===== src/rtl/mwl_pkg.sv =====
package mwl_pkg;
  typedef enum logic [1:0] {
    ST_IDLE = 2'd0,
    ST_REQ  = 2'd1,
    ST_WAIT = 2'd2,
    ST_DONE = 2'd3
  } mwl_state_e;
endpackage


===== src/rtl/mwl_cursor.sv =====
// Address and register-index cursor for one load-multiple run.
module mwl_cursor #(
  parameter int AW    = 32,
  parameter int IDXW  = 5,
  parameter int DISPW = 16,
  parameter int BYTES = 4
) (
  input  logic             clk,
  input  logic             rst_n,
  input  logic             load,
  input  logic             step,
  input  logic [AW-1:0]    base,
  input  logic [DISPW-1:0] disp,
  input  logic [IDXW-1:0]  first,
  output logic [AW-1:0]    addr,
  output logic [IDXW-1:0]  idx,
  output logic             at_last
);
  localparam logic [IDXW-1:0] LAST_IDX = {IDXW{1'b1}};
  localparam logic [AW-1:0]   STEP_B   = AW'(BYTES);

  logic [AW-1:0] disp_ext;
  assign disp_ext = {{(AW-DISPW){disp[DISPW-1]}}, disp};

  always_ff @(posedge clk) begin
    if (!rst_n) begin
      addr <= '0;
      idx  <= '0;
    end else if (load) begin
      addr <= base + disp_ext;
      idx  <= first;
    end else if (step) begin
      addr <= addr + STEP_B;
      idx  <= idx + 1'b1;
    end
  end

  assign at_last = (idx == LAST_IDX);
endmodule


===== src/rtl/mwl_ctrl.sv =====
// Control state machine: one outstanding read, one write per response.
module mwl_ctrl
  import mwl_pkg::*;
(
  input  logic clk,
  input  logic rst_n,
  input  logic start,
  input  logic req_ready,
  input  logic rsp_valid,
  input  logic at_last,
  output logic load,
  output logic step,
  output logic req_valid,
  output logic wr_en,
  output logic busy,
  output logic done
);
  mwl_state_e st, nxt;

  always_ff @(posedge clk) begin
    if (!rst_n) st <= ST_IDLE;
    else        st <= nxt;
  end

  always_comb begin
    nxt  = st;
    load = 1'b0;
    step = 1'b0;
    case (st)
      ST_IDLE: if (start) begin
        load = 1'b1;
        nxt  = ST_REQ;
      end
      ST_REQ:  if (req_ready) nxt = ST_WAIT;
      ST_WAIT: if (rsp_valid) begin
        if (at_last) nxt = ST_DONE;
        else begin
          step = 1'b1;
          nxt  = ST_REQ;
        end
      end
      ST_DONE: nxt = ST_IDLE;
      default: nxt = ST_IDLE;
    endcase
  end

  assign req_valid = (st == ST_REQ);
  assign wr_en     = (st == ST_WAIT) && rsp_valid;
  assign busy      = (st != ST_IDLE);
  assign done      = (st == ST_DONE);

  // an unaccepted request is still offered next cycle
  assert_req_held_R6: assert property (@(posedge clk) disable iff (!rst_n)
    req_valid && !req_ready |=> req_valid);
  // busy only rises after a start pulse
  assert_busy_from_start_R8: assert property (@(posedge clk) disable iff (!rst_n)
    $rose(busy) |-> $past(start));
  // busy drops right after done
  assert_idle_after_done_R8: assert property (@(posedge clk) disable iff (!rst_n)
    done |=> !busy);
  // start during a run does not restart the cursor
  assert_start_ignored_R9: assert property (@(posedge clk) disable iff (!rst_n)
    busy && start |-> !load);
endmodule


===== src/rtl/mwl_seq.sv =====
// Load-multiple word sequencer top.
module mwl_seq #(
  parameter int AW    = 32,
  parameter int DW    = 32,
  parameter int IDXW  = 5,
  parameter int DISPW = 16
) (
  input  logic             clk,
  input  logic             rst_n,
  input  logic             start,
  input  logic [IDXW-1:0]  first_reg,
  input  logic [AW-1:0]    base_addr,
  input  logic [DISPW-1:0] disp,
  output logic             busy,
  output logic             done,
  output logic             mem_req_valid,
  input  logic             mem_req_ready,
  output logic [AW-1:0]    mem_req_addr,
  input  logic             mem_rsp_valid,
  input  logic [DW-1:0]    mem_rsp_data,
  output logic             rf_we,
  output logic [IDXW-1:0]  rf_waddr,
  output logic [DW-1:0]    rf_wdata
);
  localparam int              BYTES    = DW / 8;
  localparam logic [IDXW-1:0] LAST_IDX = {IDXW{1'b1}};

  logic load, step, at_last;

  mwl_cursor #(.AW(AW), .IDXW(IDXW), .DISPW(DISPW), .BYTES(BYTES)) u_cursor (
    .clk(clk), .rst_n(rst_n), .load(load), .step(step),
    .base(base_addr), .disp(disp), .first(first_reg),
    .addr(mem_req_addr), .idx(rf_waddr), .at_last(at_last)
  );

  mwl_ctrl u_ctrl (
    .clk(clk), .rst_n(rst_n), .start(start),
    .req_ready(mem_req_ready), .rsp_valid(mem_rsp_valid), .at_last(at_last),
    .load(load), .step(step), .req_valid(mem_req_valid), .wr_en(rf_we),
    .busy(busy), .done(done)
  );

  assign rf_wdata = mem_rsp_data;

  // address holds while the request is stalled
  assert_addr_stable_R6: assert property (@(posedge clk) disable iff (!rst_n)
    mem_req_valid && !mem_req_ready |=> $stable(mem_req_addr));
  // after a non-final write, the next request targets the next word and register
  assert_next_word_R5: assert property (@(posedge clk) disable iff (!rst_n)
    rf_we && rf_waddr != LAST_IDX |=> mem_req_valid
      && rf_waddr == IDXW'($past(rf_waddr) + 1'b1)
      && mem_req_addr == AW'($past(mem_req_addr) + AW'(BYTES)));
  // done follows the write of the last register
  assert_done_after_last_R4: assert property (@(posedge clk) disable iff (!rst_n)
    done |-> $past(rf_we) && $past(rf_waddr) == LAST_IDX);
  // no write outside a run
  assert_write_in_run_R7: assert property (@(posedge clk) disable iff (!rst_n)
    rf_we |-> busy && !mem_req_valid);
endmodule


===== config.mk =====
export PLATFORM = sky130hd
export DESIGN_NAME = mwl_seq
export DESIGN_NICKNAME = d
export VERILOG_FILES = /design/src/rtl/mwl_pkg.sv /design/src/rtl/mwl_cursor.sv /design/src/rtl/mwl_ctrl.sv /design/src/rtl/mwl_seq.sv
export SDC_FILE = /design/constraint.sdc
export NUM_CORES = 1
export LEC_CHECK = 0
export BUFFER_PORTS_ARGS = -buffer_cell sky130_fd_sc_hd__buf_2
export CAP_MARGIN = 10
export CORE_UTILIZATION = 45
export CTS_CLUSTER_SIZE = 25
export DETAILED_ROUTE_END_ITERATION = 10
export PLACE_DENSITY = 0.78
export SLEW_MARGIN = 20
export SYNTH_ARGS = -nofsm -noshare
export SYNTH_HDL_FRONTEND = slang
export SYNTH_SLANG_ARGS = --single-unit

===== constraint.sdc =====
create_clock -name clk -period 2.3 [get_ports clk]
set_clock_uncertainty 0.05 [all_clocks]
set_input_delay 0.115 -clock clk [delete_from_list [all_inputs] [get_ports clk]]
set_output_delay 0.115 -clock clk [all_outputs]
set_load 0.01 [all_outputs]

Word-level counts from Yosys, hierarchy flattened --
Index checks and enable logic that the tools add are counted.
Storage, ports and cells: output and inout bits 73, register bits 39, input bits 90, word-level logic and storage cells 32
Cells by class: $add $sub $neg 3, multiplexer cells 14, reduce and logical (&&, ||, !) cells 5, equality and inequality tests 7
Operators by type and width (number):
- 32-bit two-way mux | 2
- 32-bit by 3-bit adder with 32-bit output (second input constant) | 1
- 32-bit adder | 1
- 5-bit two-way mux | 2
- 2-bit two-way mux | 4
- 2-bit one-hot mux with 4 select lines | 1
- 5-bit by 1-bit adder with 5-bit output (second input constant) | 1
- 5-bit equality test (second input constant) | 1
- 1-bit two-way mux | 5
- 2-bit equality test (second input constant) | 2
- 2-bit inequality test (second input constant) | 2
- 2-bit nonzero test | 2
- 3-bit AND reduction | 1
- 2-bit by 1-bit equality test with 1-bit output (second input constant) | 1
- 2-bit zero test | 1
- 2-bit by 1-bit inequality test with 1-bit output (second input constant) | 1
- 1-bit logical AND | 1

Logic depth before layout (Yosys ltp) --
depth in word-level cells 6, gate-level depth with buffers 14, depth with buffers taken out 13

By module --
Synthesis repeated with hierarchy kept, for this count alone.
Second synthesis, totals: cells, all modules 536, area, all modules 4097.7 sq um
By module, submodules not included:
- mwl_cursor | area each 3712.3 sq um, cells an instance 487, instances 1
- mwl_seq | area each 240.2 sq um, cells an instance 32, instances 1
- mwl_ctrl | area each 145.1 sq um, cells an instance 17, instances 1

Least setup slack after synthesis --
No wires, ideal clock.
path kind input-to-reg, start input port base_addr[0], end register u_cursor.addr[22], slack -0.249 ns, path buffers 0, stages 12, data required time 2.162 ns, data arrival time 2.410 ns, cell sequence ha_1 > inv_1 > fa_1 > nor2b_1 > o31a_1 > or3_1 > a21oi_2 > o211ai_1 > a311oi_2 > o211a_1 > or3_1 > a311oi_2
Between the ends: cells in the longest elaborated chain, start to end 2
Ends and longest elaborated chain:
- from (decl) | line mwl_seq.sv:12 | input logic [AW-1:0] base_addr,
- 32-bit adder | line mwl_cursor.sv:30 | addr <= base + disp_ext;
- 32-bit two-way mux | line mwl_cursor.sv:29 | end else if (load) begin
- to (signal assigned) | line mwl_cursor.sv:30
- to (signal assigned) | line mwl_cursor.sv:33 | addr <= addr + STEP_B;
- to (decl) | line mwl_cursor.sv:15 | output logic [AW-1:0] addr,
No other way between the ends. A chain may end at the register's enable or synchronous reset.

Final worst setup path --
Ends and elaborated chain as after synthesis.

==> qor.txt <==
Normalized max-slew margin = 61.8%
Worst path setup slack after routing = -71.3 ps
Cts bufs inserted = 5
Largest net degree at the start of global routing = 27
Global route overflow = 0
Violations in the final reports = setup timing
Gate count of the mapped netlist = 509
Overall die area = 8980 µm²
Critical path's largest stage delay = 390 ps
Cell area after placement = 4720 µm²
Vias after detailed routing = 4,326
Max-slew violation total from the final report = 0
Y dimension of the die = 94.8 µm
Start-to-end type of the worst setup path = primary input to register
Actual slew at the worst max-slew pin = 573 ps
Number of top-level design ports = 163
Ys flop type = sky130_fd_sc_hd__dfxtp_1
Minimum period implied by the final worst setup slack = 2370 ps
Clock tree buffer depth = 2
Antenna cells = 0
First-pass GRT wire length = 18.1 mm
Hold WC Path Type = primary input to register
Vias in the first global route = 4,053
Count of final hold-check violations = 0
Launching element type of the critical path = primary input
Design area = 5090 µm²
Effective utilization at floorplan = 46.9%
Share of post-route cells with drive strength above 1 = 37.8%
Die width = 94.8 µm
Input/output buffers = 98
Number of max-cap violations = 0
Critical-path maximum fanout = 4
Most frequent standard cell in the layout excluding fill and tap cells = sky130_fd_sc_hd__buf_2
CTS tree = built
Placement Rows = 33
Clock-pin slew of the registers on the worst-case setup and hold paths = 70 ps
Core Box Area = 8260 µm²
Most frequent cells in the layout = 96 x sky130_fd_sc_hd__buf_2, 73 x sky130_fd_sc_hd__buf_4, 51 x sky130_fd_sc_hd__a21oi_1
Number of sinks handled by clock tree synthesis = 39
Setup Total Neg Slack = -172 ps
Share of the yosys chip area belonging to registers = 20.2%
Result of the run = finished with violations
Setup-violating endpoint count in the final report = 5
Critical path data arrival time = 2520 ps
Net count of the mapped netlist = 634
Antenna violations before repair = 0
Area added between synthesis and finish = 31.6%
Final worst-path cycle share = 103%
Endpoint kind of the worst setup timing path = register
Final wirelength = 11.3 mm
Deepest level of the CTS H-tree = 2
Cell variety after synth = 58
End-of-flow core utilization = 61.7%
Ratio of routed vias to standard cells = 5.80
Synth warn = 0
Count of flip-flops with a built-in enable after synthesis = 0
Cell breakdown of the critical path = buf_6 -> ha_4 -> inv_2 -> fa_2 -> nor2b_2 -> o31a_1 -> or3_4 -> a21oi_4 -> o211ai_1 -> a311oi_2 -> o211a_1 -> or3_4 -> a311oi_2
Maximum frequency from static timing analysis = 422 MHz
Power density over cell area = 484 nW/µm²
Leak Pwr = 2.33 nW
Required time of the worst setup path = 2450 ps
Unrepaired setup endpoints after global routing = yes
Flops & latches, synth = 39
Mapped cell area = 3870 µm²
Overall fraction of global-route tracks in use = 24.9%
Async set-reset flop share out of synthesis = 0%
DRC violation total after the first TritonRoute iteration = 237
Master of the slowest instance on the critical path = sky130_fd_sc_hd__or3_4
Clock insertion delay at the later pin of the skew report = 290 ps
Post-route DRC = 0
1st-pass router iterations = 5
Library cell used as clock root buffer = sky130_fd_sc_hd__clkbuf_8
Number of nets at the end of the flow = 765
Global placer's final weighted congestion = 0.901
Avg WL per Cell = 15.2 µm
Average cell area after synthesis = 7.61 µm²
HPWL reported at the end of detailed placement = 8.62 mm
Max rail drop VDD = 245 µV
Routed Antenna Nets = 0
-- state kept, by name, summed over array words and instances, names as in the netlist --
signal and cells:
u_cursor.addr 32, u_cursor.idx 5, u_ctrl.st 2
-- worst max-delay path: cells and delay by family --
kind                     cells  cell delay [ps]
AO/OA/AOI/OAI                6             1170
adder cells (fa/ha/maj)      2              470
buffers and inverters        2              100
AND/OR/NAND/NOR              3              650
-- power by group --
group	internal, mW	leakage [nW]	total, mW	switching, mW
Combinational	0.521	1.95	1.10	0.583
Sequential	0.754	0.324	0.851	0.0969
Clock	0.274	0.0515	0.508	0.234
Total	1.55	2.33	2.46	0.915
-- through the flow --
| step | setup WS, ps | hold slack (ps) | instances | total power [mW] |
|---|---|---|---|---|
| 2_1_floorplan | -131 | 218 | 509 | 1.53 |
| 3_3_place_gp | -326 | 180 | 725 | 1.85 |
| 3_5_place_dp | -451 | 180 | 725 | 1.87 |
| 4_1_cts | -116 | 16.8 | 742 | 2.41 |
| 5_1_grt | -168 | 52.6 | 746 | 2.62 |
| 6_report | -71.3 | 20.7 | 746 | 2.46 |
-- cells in the mapped netlist (7+ instances only) --
cell type                  number  area share, %
sky130_fd_sc_hd__a211oi_1       9            1.7
sky130_fd_sc_hd__a21o_1        10            1.9
sky130_fd_sc_hd__a21oi_1       56            7.2
sky130_fd_sc_hd__and3_1        11            1.8
sky130_fd_sc_hd__buf_4         32            6.2
sky130_fd_sc_hd__clkbuf_1      13            1.3
sky130_fd_sc_hd__dfxtp_1       39             20
sky130_fd_sc_hd__ha_1          34             11
sky130_fd_sc_hd__inv_1         17            1.6
sky130_fd_sc_hd__nand2_1       50            4.8
sky130_fd_sc_hd__nand3_1       16            2.1
sky130_fd_sc_hd__nand4_1       14            2.3
sky130_fd_sc_hd__nor2_1        48            4.7
sky130_fd_sc_hd__nor3_1         7           0.90
sky130_fd_sc_hd__o21ai_0       25            3.2
sky130_fd_sc_hd__xnor2_1       22            5.0
sky130_fd_sc_hd__xor2_1        20            4.5
-- cells by family after synthesis --
family                   after synthesis  synth area share (%)
AND/OR/NAND/NOR                      169                  21.5
multiplexers                           1                 0.259
flip-flops                            39                  20.2
AO/OA/AOI/OAI                        159                  27.6
buffers and inverters                 64                  9.50
XOR/XNOR                              42                  9.50
adder cells (fa/ha/maj)               35                  11.5
-- layout make-up --
class                           instances  area, µm²
Timing Repair Buffer                  171       1050
Fill cell                             738       3160
Inverter                               17       63.8
Clock buffer                            8        100
Tap cell                              105        131
Sequential cell                        39        788
Multi-Input combinational cell        406       2960
-- layer usage --
layer  GRT usage, %  wire length, µm  share of wire, %
met2           45.3             5770                51
met3           3.86              766               6.8
met5              0                0                 0
met1           29.7             4620                41
met4           8.21              174               1.5
-- worst paths after layout --
path / endpoint / slack (ps) / cells past startpoint / start
worst max-delay path: u_cursor.addr[22] / -70 / 13 / base_addr[0]
worst min-delay path: u_cursor.idx[2] / 20 / 3 / first_reg[2]
worst min register to register: u_cursor.addr[0] / 440 / 2 / u_cursor.addr[0]
worst max register to register: u_cursor.addr[29] / -30 / 13 / u_cursor.idx[0]
-- repair_timing --
item                       CTS  global route
hold buffers                 0             0
pin swaps                    9            24
setup endpoints to repair    7            15
buffers inserted             9             6
resized for setup            9            27
(Power assumes the default switching activity.)
